### config.mk
export PLATFORM = sky130hd
export DESIGN_NAME = rename_table
export DESIGN_NICKNAME = d
export VERILOG_FILES = /design/src/rtl/rn_pkg.sv /design/src/rtl/rn_class_table.sv /design/src/rtl/rn_misc_map.sv /design/src/rtl/rename_table.sv
export SDC_FILE = /design/constraint.sdc
export NUM_CORES = 2
export LEC_CHECK = 0
export BUFFER_PORTS_ARGS = -buffer_cell sky130_fd_sc_hd__buf_2
export CAP_MARGIN = 20
export CORE_AREA = 8 8 259 386
export CTS_BUF_LIST = sky130_fd_sc_hd__clkbuf_4 sky130_fd_sc_hd__clkbuf_8
export CTS_CLUSTER_DIAMETER = 50
export DETAILED_ROUTE_END_ITERATION = 8
export DIE_AREA = 0 0 267 394
export GPL_TIMING_DRIVEN = 0
export SYNTH_ARGS = -nofsm -noshare
export SYNTH_HDL_FRONTEND = slang
export SYNTH_HIERARCHICAL = 1
export SYNTH_SLANG_ARGS = --single-unit
### constraint.sdc
create_clock -name clk_i -period 2.3 [get_ports clk_i]
set_input_delay 0 -clock clk_i [delete_from_list [all_inputs] [get_ports clk_i]]
set_output_delay 0 -clock clk_i [all_outputs]
set_load 0.02 [all_outputs]
### src/rtl/rn_pkg.sv
package rn_pkg;
  typedef enum logic [2:0] {
    RC_INT  = 3'd0,
    RC_FP   = 3'd1,
    RC_CC   = 3'd2,
    RC_MISC = 3'd3
  } reg_cls_e;

  localparam int NUM_TBL = 3;
endpackage

### src/rtl/rn_class_table.sv
module rn_class_table #(
  parameter int N        = 32,
  parameter int TAG_W    = 7,
  parameter int IDX_W    = 5,
  parameter int ZERO_IDX = -1
) (
  input  logic             clk_i,
  input  logic             rst_ni,
  input  logic             ren_sel_i,
  input  logic [IDX_W-1:0] ren_idx_i,
  input  logic             avail_i,
  input  logic [TAG_W-1:0] fl_tag_i,
  output logic             pop_o,
  output logic             stall_o,
  output logic             ren_bad_o,
  output logic [TAG_W-1:0] ren_new_o,
  output logic [TAG_W-1:0] ren_old_o,
  input  logic             set_sel_i,
  input  logic [IDX_W-1:0] set_idx_i,
  input  logic [TAG_W-1:0] set_tag_i,
  output logic             set_bad_o,
  input  logic [IDX_W-1:0] lkp_idx_i,
  output logic [TAG_W-1:0] lkp_tag_o
);
  localparam int AW = (N > 1) ? $clog2(N) : 1;
  localparam logic [TAG_W-1:0] ZTAG = (ZERO_IDX >= 0) ? TAG_W'(ZERO_IDX) : '0;

  logic [TAG_W-1:0] tbl [N];

  logic          ren_in, set_in, lkp_in, is_zero, need;
  logic [AW-1:0] ren_a, set_a, lkp_a;

  assign ren_in  = int'(ren_idx_i) < N;
  assign set_in  = int'(set_idx_i) < N;
  assign lkp_in  = int'(lkp_idx_i) < N;
  assign ren_a   = ren_in ? ren_idx_i[AW-1:0] : '0;
  assign set_a   = set_in ? set_idx_i[AW-1:0] : '0;
  assign lkp_a   = lkp_in ? lkp_idx_i[AW-1:0] : '0;

  // class without a zero register uses a negative index that never matches
  assign is_zero = (ZERO_IDX >= 0) && (int'(ren_idx_i) == ZERO_IDX);
  assign need    = ren_sel_i && ren_in && !is_zero;

  assign pop_o     = need && avail_i;
  assign stall_o   = need && !avail_i;
  assign ren_bad_o = ren_sel_i && !ren_in;
  assign set_bad_o = set_sel_i && !set_in;

  always_comb begin
    if (is_zero) begin
      ren_new_o = ZTAG;
      ren_old_o = ZTAG;
    end else begin
      ren_new_o = fl_tag_i;
      ren_old_o = ren_in ? tbl[ren_a] : '0;
    end
  end

  assign lkp_tag_o = lkp_in ? tbl[lkp_a] : '0;

  // rename write is issued last so it wins over a set-entry to the same slot
  always_ff @(posedge clk_i or negedge rst_ni) begin
    if (!rst_ni) begin
      for (int i = 0; i < N; i++) tbl[i] <= TAG_W'(i);
    end else begin
      if (set_sel_i && set_in) tbl[set_a] <= set_tag_i;
      if (pop_o)               tbl[ren_a] <= fl_tag_i;
    end
  end
endmodule

### src/rtl/rn_misc_map.sv
module rn_misc_map #(
  parameter int N     = 8,
  parameter int TAG_W = 7,
  parameter int IDX_W = 5
) (
  input  logic [IDX_W-1:0] ren_idx_i,
  output logic [TAG_W-1:0] ren_tag_o,
  output logic             ren_bad_o,
  input  logic [IDX_W-1:0] set_idx_i,
  input  logic [TAG_W-1:0] set_tag_i,
  output logic             set_bad_o,
  input  logic [IDX_W-1:0] lkp_idx_i,
  output logic [TAG_W-1:0] lkp_tag_o
);
  logic ren_in, set_in, lkp_in;

  assign ren_in = int'(ren_idx_i) < N;
  assign set_in = int'(set_idx_i) < N;
  assign lkp_in = int'(lkp_idx_i) < N;

  // hardwired identity mapping
  assign ren_tag_o = ren_in ? TAG_W'(ren_idx_i) : '0;
  assign ren_bad_o = !ren_in;
  assign set_bad_o = !set_in || (set_tag_i != TAG_W'(set_idx_i));
  assign lkp_tag_o = lkp_in ? TAG_W'(lkp_idx_i) : '0;
endmodule

### src/rtl/rename_table.sv
module rename_table
  import rn_pkg::*;
#(
  parameter int NUM_INT  = 32,
  parameter int NUM_FP   = 32,
  parameter int NUM_CC   = 5,
  parameter int NUM_MISC = 8,
  parameter int TAG_W    = 7,
  parameter int INT_ZERO = 0,
  parameter int FP_ZERO  = 31,
  localparam int MAX_A01 = (NUM_INT > NUM_FP) ? NUM_INT : NUM_FP,
  localparam int MAX_A23 = (NUM_CC > NUM_MISC) ? NUM_CC : NUM_MISC,
  localparam int MAX_A   = (MAX_A01 > MAX_A23) ? MAX_A01 : MAX_A23,
  localparam int IDX_W   = (MAX_A > 1) ? $clog2(MAX_A) : 1
) (
  input  logic                       clk_i,
  input  logic                       rst_ni,
  input  logic                       ren_valid_i,
  input  logic [2:0]                 ren_cls_i,
  input  logic [IDX_W-1:0]           ren_idx_i,
  output logic                       ren_ready_o,
  output logic [TAG_W-1:0]           ren_new_o,
  output logic [TAG_W-1:0]           ren_old_o,
  input  logic [NUM_TBL-1:0]         fl_avail_i,
  input  logic [NUM_TBL*TAG_W-1:0]   fl_tag_i,
  output logic [NUM_TBL-1:0]         fl_pop_o,
  input  logic                       set_valid_i,
  input  logic [2:0]                 set_cls_i,
  input  logic [IDX_W-1:0]           set_idx_i,
  input  logic [TAG_W-1:0]           set_tag_i,
  input  logic [2:0]                 lkp_cls_i,
  input  logic [IDX_W-1:0]           lkp_idx_i,
  output logic [TAG_W-1:0]           lkp_tag_o,
  output logic                       err_o
);
  function automatic int tbl_n(int g);
    case (g)
      0:       return NUM_INT;
      1:       return NUM_FP;
      default: return NUM_CC;
    endcase
  endfunction

  function automatic int tbl_z(int g);
    case (g)
      0:       return INT_ZERO;
      1:       return FP_ZERO;
      default: return -1;
    endcase
  endfunction

  logic [NUM_TBL-1:0] t_stall, t_ren_bad, t_set_bad;
  logic [TAG_W-1:0]   t_new [NUM_TBL];
  logic [TAG_W-1:0]   t_old [NUM_TBL];
  logic [TAG_W-1:0]   t_lkp [NUM_TBL];

  for (genvar g = 0; g < NUM_TBL; g++) begin : g_tbl
    rn_class_table #(
      .N        (tbl_n(g)),
      .TAG_W    (TAG_W),
      .IDX_W    (IDX_W),
      .ZERO_IDX (tbl_z(g))
    ) u_tbl (
      .clk_i     (clk_i),
      .rst_ni    (rst_ni),
      .ren_sel_i (ren_valid_i && (ren_cls_i == 3'(g))),
      .ren_idx_i (ren_idx_i),
      .avail_i   (fl_avail_i[g]),
      .fl_tag_i  (fl_tag_i[g*TAG_W +: TAG_W]),
      .pop_o     (fl_pop_o[g]),
      .stall_o   (t_stall[g]),
      .ren_bad_o (t_ren_bad[g]),
      .ren_new_o (t_new[g]),
      .ren_old_o (t_old[g]),
      .set_sel_i (set_valid_i && (set_cls_i == 3'(g))),
      .set_idx_i (set_idx_i),
      .set_tag_i (set_tag_i),
      .set_bad_o (t_set_bad[g]),
      .lkp_idx_i (lkp_idx_i),
      .lkp_tag_o (t_lkp[g])
    );
  end

  logic [TAG_W-1:0] m_ren_tag, m_lkp_tag;
  logic             m_ren_bad, m_set_bad;

  rn_misc_map #(
    .N     (NUM_MISC),
    .TAG_W (TAG_W),
    .IDX_W (IDX_W)
  ) u_misc (
    .ren_idx_i (ren_idx_i),
    .ren_tag_o (m_ren_tag),
    .ren_bad_o (m_ren_bad),
    .set_idx_i (set_idx_i),
    .set_tag_i (set_tag_i),
    .set_bad_o (m_set_bad),
    .lkp_idx_i (lkp_idx_i),
    .lkp_tag_o (m_lkp_tag)
  );

  logic ren_err, set_err;

  always_comb begin
    ren_new_o = '0;
    ren_old_o = '0;
    ren_err   = 1'b0;
    case (ren_cls_i)
      RC_INT, RC_FP, RC_CC: begin
        ren_new_o = t_new[ren_cls_i[1:0]];
        ren_old_o = t_old[ren_cls_i[1:0]];
        ren_err   = t_ren_bad[ren_cls_i[1:0]];
      end
      RC_MISC: begin
        ren_new_o = m_ren_tag;
        ren_old_o = m_ren_tag;
        ren_err   = ren_valid_i && m_ren_bad;
      end
      default: ren_err = ren_valid_i;
    endcase
  end

  always_comb begin
    case (set_cls_i)
      RC_INT, RC_FP, RC_CC: set_err = t_set_bad[set_cls_i[1:0]];
      RC_MISC:              set_err = set_valid_i && m_set_bad;
      default:              set_err = set_valid_i;
    endcase
  end

  always_comb begin
    case (lkp_cls_i)
      RC_INT, RC_FP, RC_CC: lkp_tag_o = t_lkp[lkp_cls_i[1:0]];
      RC_MISC:              lkp_tag_o = m_lkp_tag;
      default:              lkp_tag_o = '0;
    endcase
  end

  assign ren_ready_o = ~|t_stall;
  assign err_o       = ren_err || set_err;
endmodule

Word level (Yosys, flattened, before mapping):

Index checks and enable logic that the tools add are counted.

* register bits after elaboration: 483

* $lt $le $gt $ge: 20
* equal/unequal tests: 11
* multiplexer cells: 67
* bitwise gates (word level): 8
* reductions and logical operators: 44

Operators with widths (number)
* $bwmux 224: 4
* $mux 224: 4
* $mux 7: 28
* $bmux 7 s5: 4
* $bwmux 35: 2
* $demux 7 s5: 2
* $mux 35: 2
* $bmux 7 s2: 3
* $bmux 7 s3: 2
* $demux 7 s3: 2
* $pmux 7 s2: 3
* $logic_and 1x1->1: 24
* $eq 3x2->1 const B: 6
* $ge 6x6->1 const B: 3
* $not 5->6: 3
* $lt 5x3->1 const B: 3
* $lt 5x4->1 const B: 3
* $ge 4x4->1 const B: 3
* $lt 6x1->1 const B: 2
* $not 3->4: 3
* $reduce_or 3->1: 4
* $logic_not 1->1: 10
* $mux 5: 2
* $eq 3x1->1 const B: 3
* 13 further kinds: 25

Depth between registers and ports, before layout:

* depth after elaboration: 11
* mapped depth: 9
* depth with buffers taken out: 7

By module:

Netlist, hierarchy kept.

By module, submodules not included
* rn_class_table at g_tbl[0].u_tbl: instances 1, cells each 1480, area an instance 14747.9 um^2, seq. area each 5705.5 um^2
* rn_class_table at g_tbl[1].u_tbl: instances 1, cells each 1339, area an instance 14244.9 um^2, seq. area each 5705.5 um^2
* rn_class_table at g_tbl[2].u_tbl: instances 1, cells each 300, area an instance 2687.6 um^2, seq. area each 882.1 um^2
* rename_table: instances 1, cells each 67, area an instance 799.5 um^2, seq. area each 0.0 um^2
* rn_misc_map: instances 1, cells each 24, area an instance 166.4 um^2, seq. area each 0.0 um^2

Worst setup path before layout:

OpenSTA, ideal clock, no wires.

* path type: input -> output
* start point: input lkp_idx_i[1]
* end point: output lkp_tag_o[5]
* arrival time: 2219 ps
* required time: 2300 ps
* slack: 81 ps
* cell stages on the path: 7
* cell sequence: buf_2 > buf_1 > mux4_2 > mux4_2 > mux2_2 > mux4_2 > nor2b_1

RTL lines
* from (decl): RTL line rename_table.sv:32 `input logic [IDX_W-1:0] lkp_idx_i,`
* to (decl): RTL line rename_table.sv:33 `output logic [TAG_W-1:0] lkp_tag_o,`

==> summary.txt <==
Outcome
  • Status: finished with violations
  • Violated checks: negative hold slack, negative setup slack

Clocking
  • Clock root cell: clkbuf_8
  • Worst-path clk slew: approximately 0.07 ns
  • # H-tree levels: 3
  • TritonCTS clock tree: built
  • Clk sink count: between 400 and 500
  • Clk Latency, worst-skew pair: ~0.8 ns
  • CTS buffer count: 87
  • Max clock buf depth: 3

GRT
  • Initial antenna violation count: 17
  • Total grt overflow: 0
  • Largest net degree at the start of global routing: 114
  • First-pass GRT wire length: between 200,000 and 250,000 um
  • GRT Resource Usage Total: between 30% and 40%
  • Number of global-route vias before repair: between 20,000 and 30,000

Worst setup path
  • R2R Setup Slk: a little under 0.9 ns
  • Crit path launch type: register
  • R2r startpoint: g_tbl[2].u_tbl/tbl[21]
  • Crit path required time: between 2 and 2.5 ns
  • FF-to-FF path depth: 3
  • Worst Path Arrival: between 3 and 4 ns
  • Critical path peak fanout: 3
  • Crit path capture type: output port
  • Slowest stage delay, CP: 0.64 ns
  • Worst path most repeated cell: mux4_2
  • CP startpoint: g_tbl[1].u_tbl/tbl[142]
  • Reg-to-reg endpoint: g_tbl[2].u_tbl/tbl[21]
  • Critical path, cell by cell: mux4_2 > mux4_2 > mux2_4 > mux4_2 > nor2b_4 > buf_6
  • WS Path Type: reg -> out
  • Slowest CP cell: mux4_2
  • Crit path to: lkp_tag_o[2]

Cells and area
  • Reg with most FFs: g_tbl.u_tbl/tbl
  • Final nets: between 3,000 and 4,000
  • Area Growth Syn to Fin: 17.6%
  • Final instance area: 0.0384 sq mm
  • Layout cells sized above 1: roughly a quarter
  • Regs by FF count: g_tbl.u_tbl/tbl x483
  • Flip-flop count of the largest register after layout: slightly below 500

Place
  • Detailed Place HPWL: about 120,000 um
  • Placer Congestion: 1.06
  • Placed Area: roughly 0.035 sq mm
  • DP Worst Slack: -1.48 ns
  • IO Port Bufs: just under 80

Synthesis
  • Number of synthesized flops with an enable pin: 0
  • Mapped Area: about 0.033 sq mm
  • Yosys reg bits: approximately 480
  • Async SR Flop Fraction: between 90% and 100%
  • Synth cell types: roughly 80
  • Mean post-synth cell area: a little over 10 sq um
  • Synth top area cells: dfrtp_1 24%, mux2i_1 19%, dfstp_2 13%
  • Commonest cells post-synth: 611 x mux2i_1, 352 x nor2_1, 318 x dfrtp_1, 295 x a21oi_1, 237 x nand2_1
  • Count leader, synth: mux2i_1
  • Post-Syn Instances: around 3,200
  • Synth warn: 6
  • Seq/Total Area, Yosys: a little under two fifths
  • Ys flop type: dfrtp_1
  • Synth area leader: dfrtp_1
  • Share of the synthesized area in the top cell type: between 20% and 30%

Floorplanning
  • Die X: between 200 and 300 um
  • # IOs: between 80 and 90
  • Area of the die: 0.105 sq mm
  • Core area: around 0.094 sq mm
  • Die Y: 394 um
  • Standard-cell row count: 138
  • Initial Util: a little over a third

Route
  • Drt pass-1 iters: 6
  • Drc violations: 0
  • Iter 0 DRT Violations: 3,753
  • WL per Instance: 34.6 um
  • DRT antenna net count: 0
  • Via density: between 6 and 7
  • Total Wirelength: 167,000 um
  • Total number of vias: 30,100

STA
  • Final Setup Violations: 16
  • Worst Setup Slack, final: -1.22 ns
  • Clock skew: 0 ns
  • Fin crit period: between 3 and 4 ns
  • Slew Viols, Final: 0
  • Max_slew headroom: between 10% and 20%
  • RSZ-0062 raised after global routing: yes
  • Fmax: approximately 280 MHz
  • Worst slew pin tran: roughly 1.3 ns
  • WHS: -0.00751 ns
  • Tcrit/Tclk final: 153%
  • Final hold vios: 1

Run
  • Max Cap Viol: 0

Pwr
  • VDD IR max: slightly above 0.4 mV
  • Power Dens Cells: 633 mW/mm^2
  • P_leak: 16.2 nW

Worst hold path
  • Hold Path Origin: ren_idx_i[1]
  • Min-Delay Path Class: in -> reg
-- worst max-delay path: cells and delay by family, from the launching register on --
family	cells	cell delay [ns]
buffers and inverters	1	0.12
flip-flops	1	0.39
AND/OR/NAND/NOR	1	0.16
multiplexers	4	2.00
-- area by class of cell --
type,count,area (sq um)
antenna,15,37.5
tap,1260,1580
buffer,312,1580
inverter,6,22.5
timing repair buffer,178,1550
multi-input combinational,2418,19300
clock buffer,144,1760
clock inverter,17,234
sequential,483,12300
fill,9286,55700
-- worst min-delay path by stage --
stage | end | slack [ns] | cells past startpoint
final | g_tbl[2].u_tbl/tbl[3] | -0.008 | 4
after global routing | g_tbl[2].u_tbl/tbl[3] | 0.002 | 4
after CTS | g_tbl[2].u_tbl/tbl[4] | -0.13 | 2
after detailed placement | g_tbl[2].u_tbl/tbl[18] | 0.14 | 1
after global placement | lkp_tag_o[0] | 0.35 | 3
after floorplan | g_tbl[0].u_tbl/tbl[100] | -0.30 | 0
-- where the power goes --
group | switching [mW] | internal [mW] | total, mW
combinational | 2.91 | 1.80 | 4.70
clock | 4.25 | 5.21 | 9.46
sequential | 0.740 | 9.41 | 10.2
-- cell usage in the layout, fill, tap and decap left out, types with 70 or more instances in the layout --
| master | netlist | layout |
|---|---|---|
| a21oi_1 | 295 | 289 |
| buf_2 | 73 | 129 |
| clkbuf_1 | 173 | 165 |
| clkbuf_8 | 0 | 108 |
| dfrtp_1 | 318 | 316 |
| dfstp_2 | 165 | 165 |
| mux2i_1 | 611 | 600 |
| mux4_2 | 183 | 183 |
| nand2_1 | 237 | 232 |
| nor2_1 | 352 | 348 |
| o21ai_0 | 157 | 155 |
| o22ai_1 | 70 | 70 |
-- timing repair --
action | 4_1_cts | 5_1_grt
endpoints found under the setup margin | 24 | 85
hold buffers | 60 | 3
resized for setup | 86 | 75
pin swaps | 5 | 11
endpoints found under the hold margin | 479 | 46
setup buffers | 16 | 9
cloned | 0 | 0
-- logic make-up after synthesis --
kind of cell           after synthesis  synth area share [%]
AND/OR/NAND/NOR                    911                  13.6
AO/OA/AOI/OAI                      668                  11.6
flip-flops                         483                  37.7
XOR/XNOR                             3                0.0805
buffers and inverters              318                  4.65
other                                3                0.0345
multiplexers                       824                  32.4
-- routing by layer --
layer	global-route usage [%]	up-vias	part of all wire (%)
met3	8.24	716	9.5
met1	34.5	15000	34
met4	27.0	6	11
li1	-	12400	-
met5	0	-	0.020
met2	48.4	1998	45
-- stage by stage --
stage	util, %	TNS [ns]	total power [mW]	std cells
floorplan	-	0	12.3	3219
global placement	36.8	-4287.34	14.4	4558
detailed placement	37.0	-266.76	14.5	4566
CTS	40.2	-16.28	24.1	4803
global route	40.8	-14.96	24.9	4821
finish	40.8	-14.87	24.3	4833
Power figures use the tool's default switching activity.
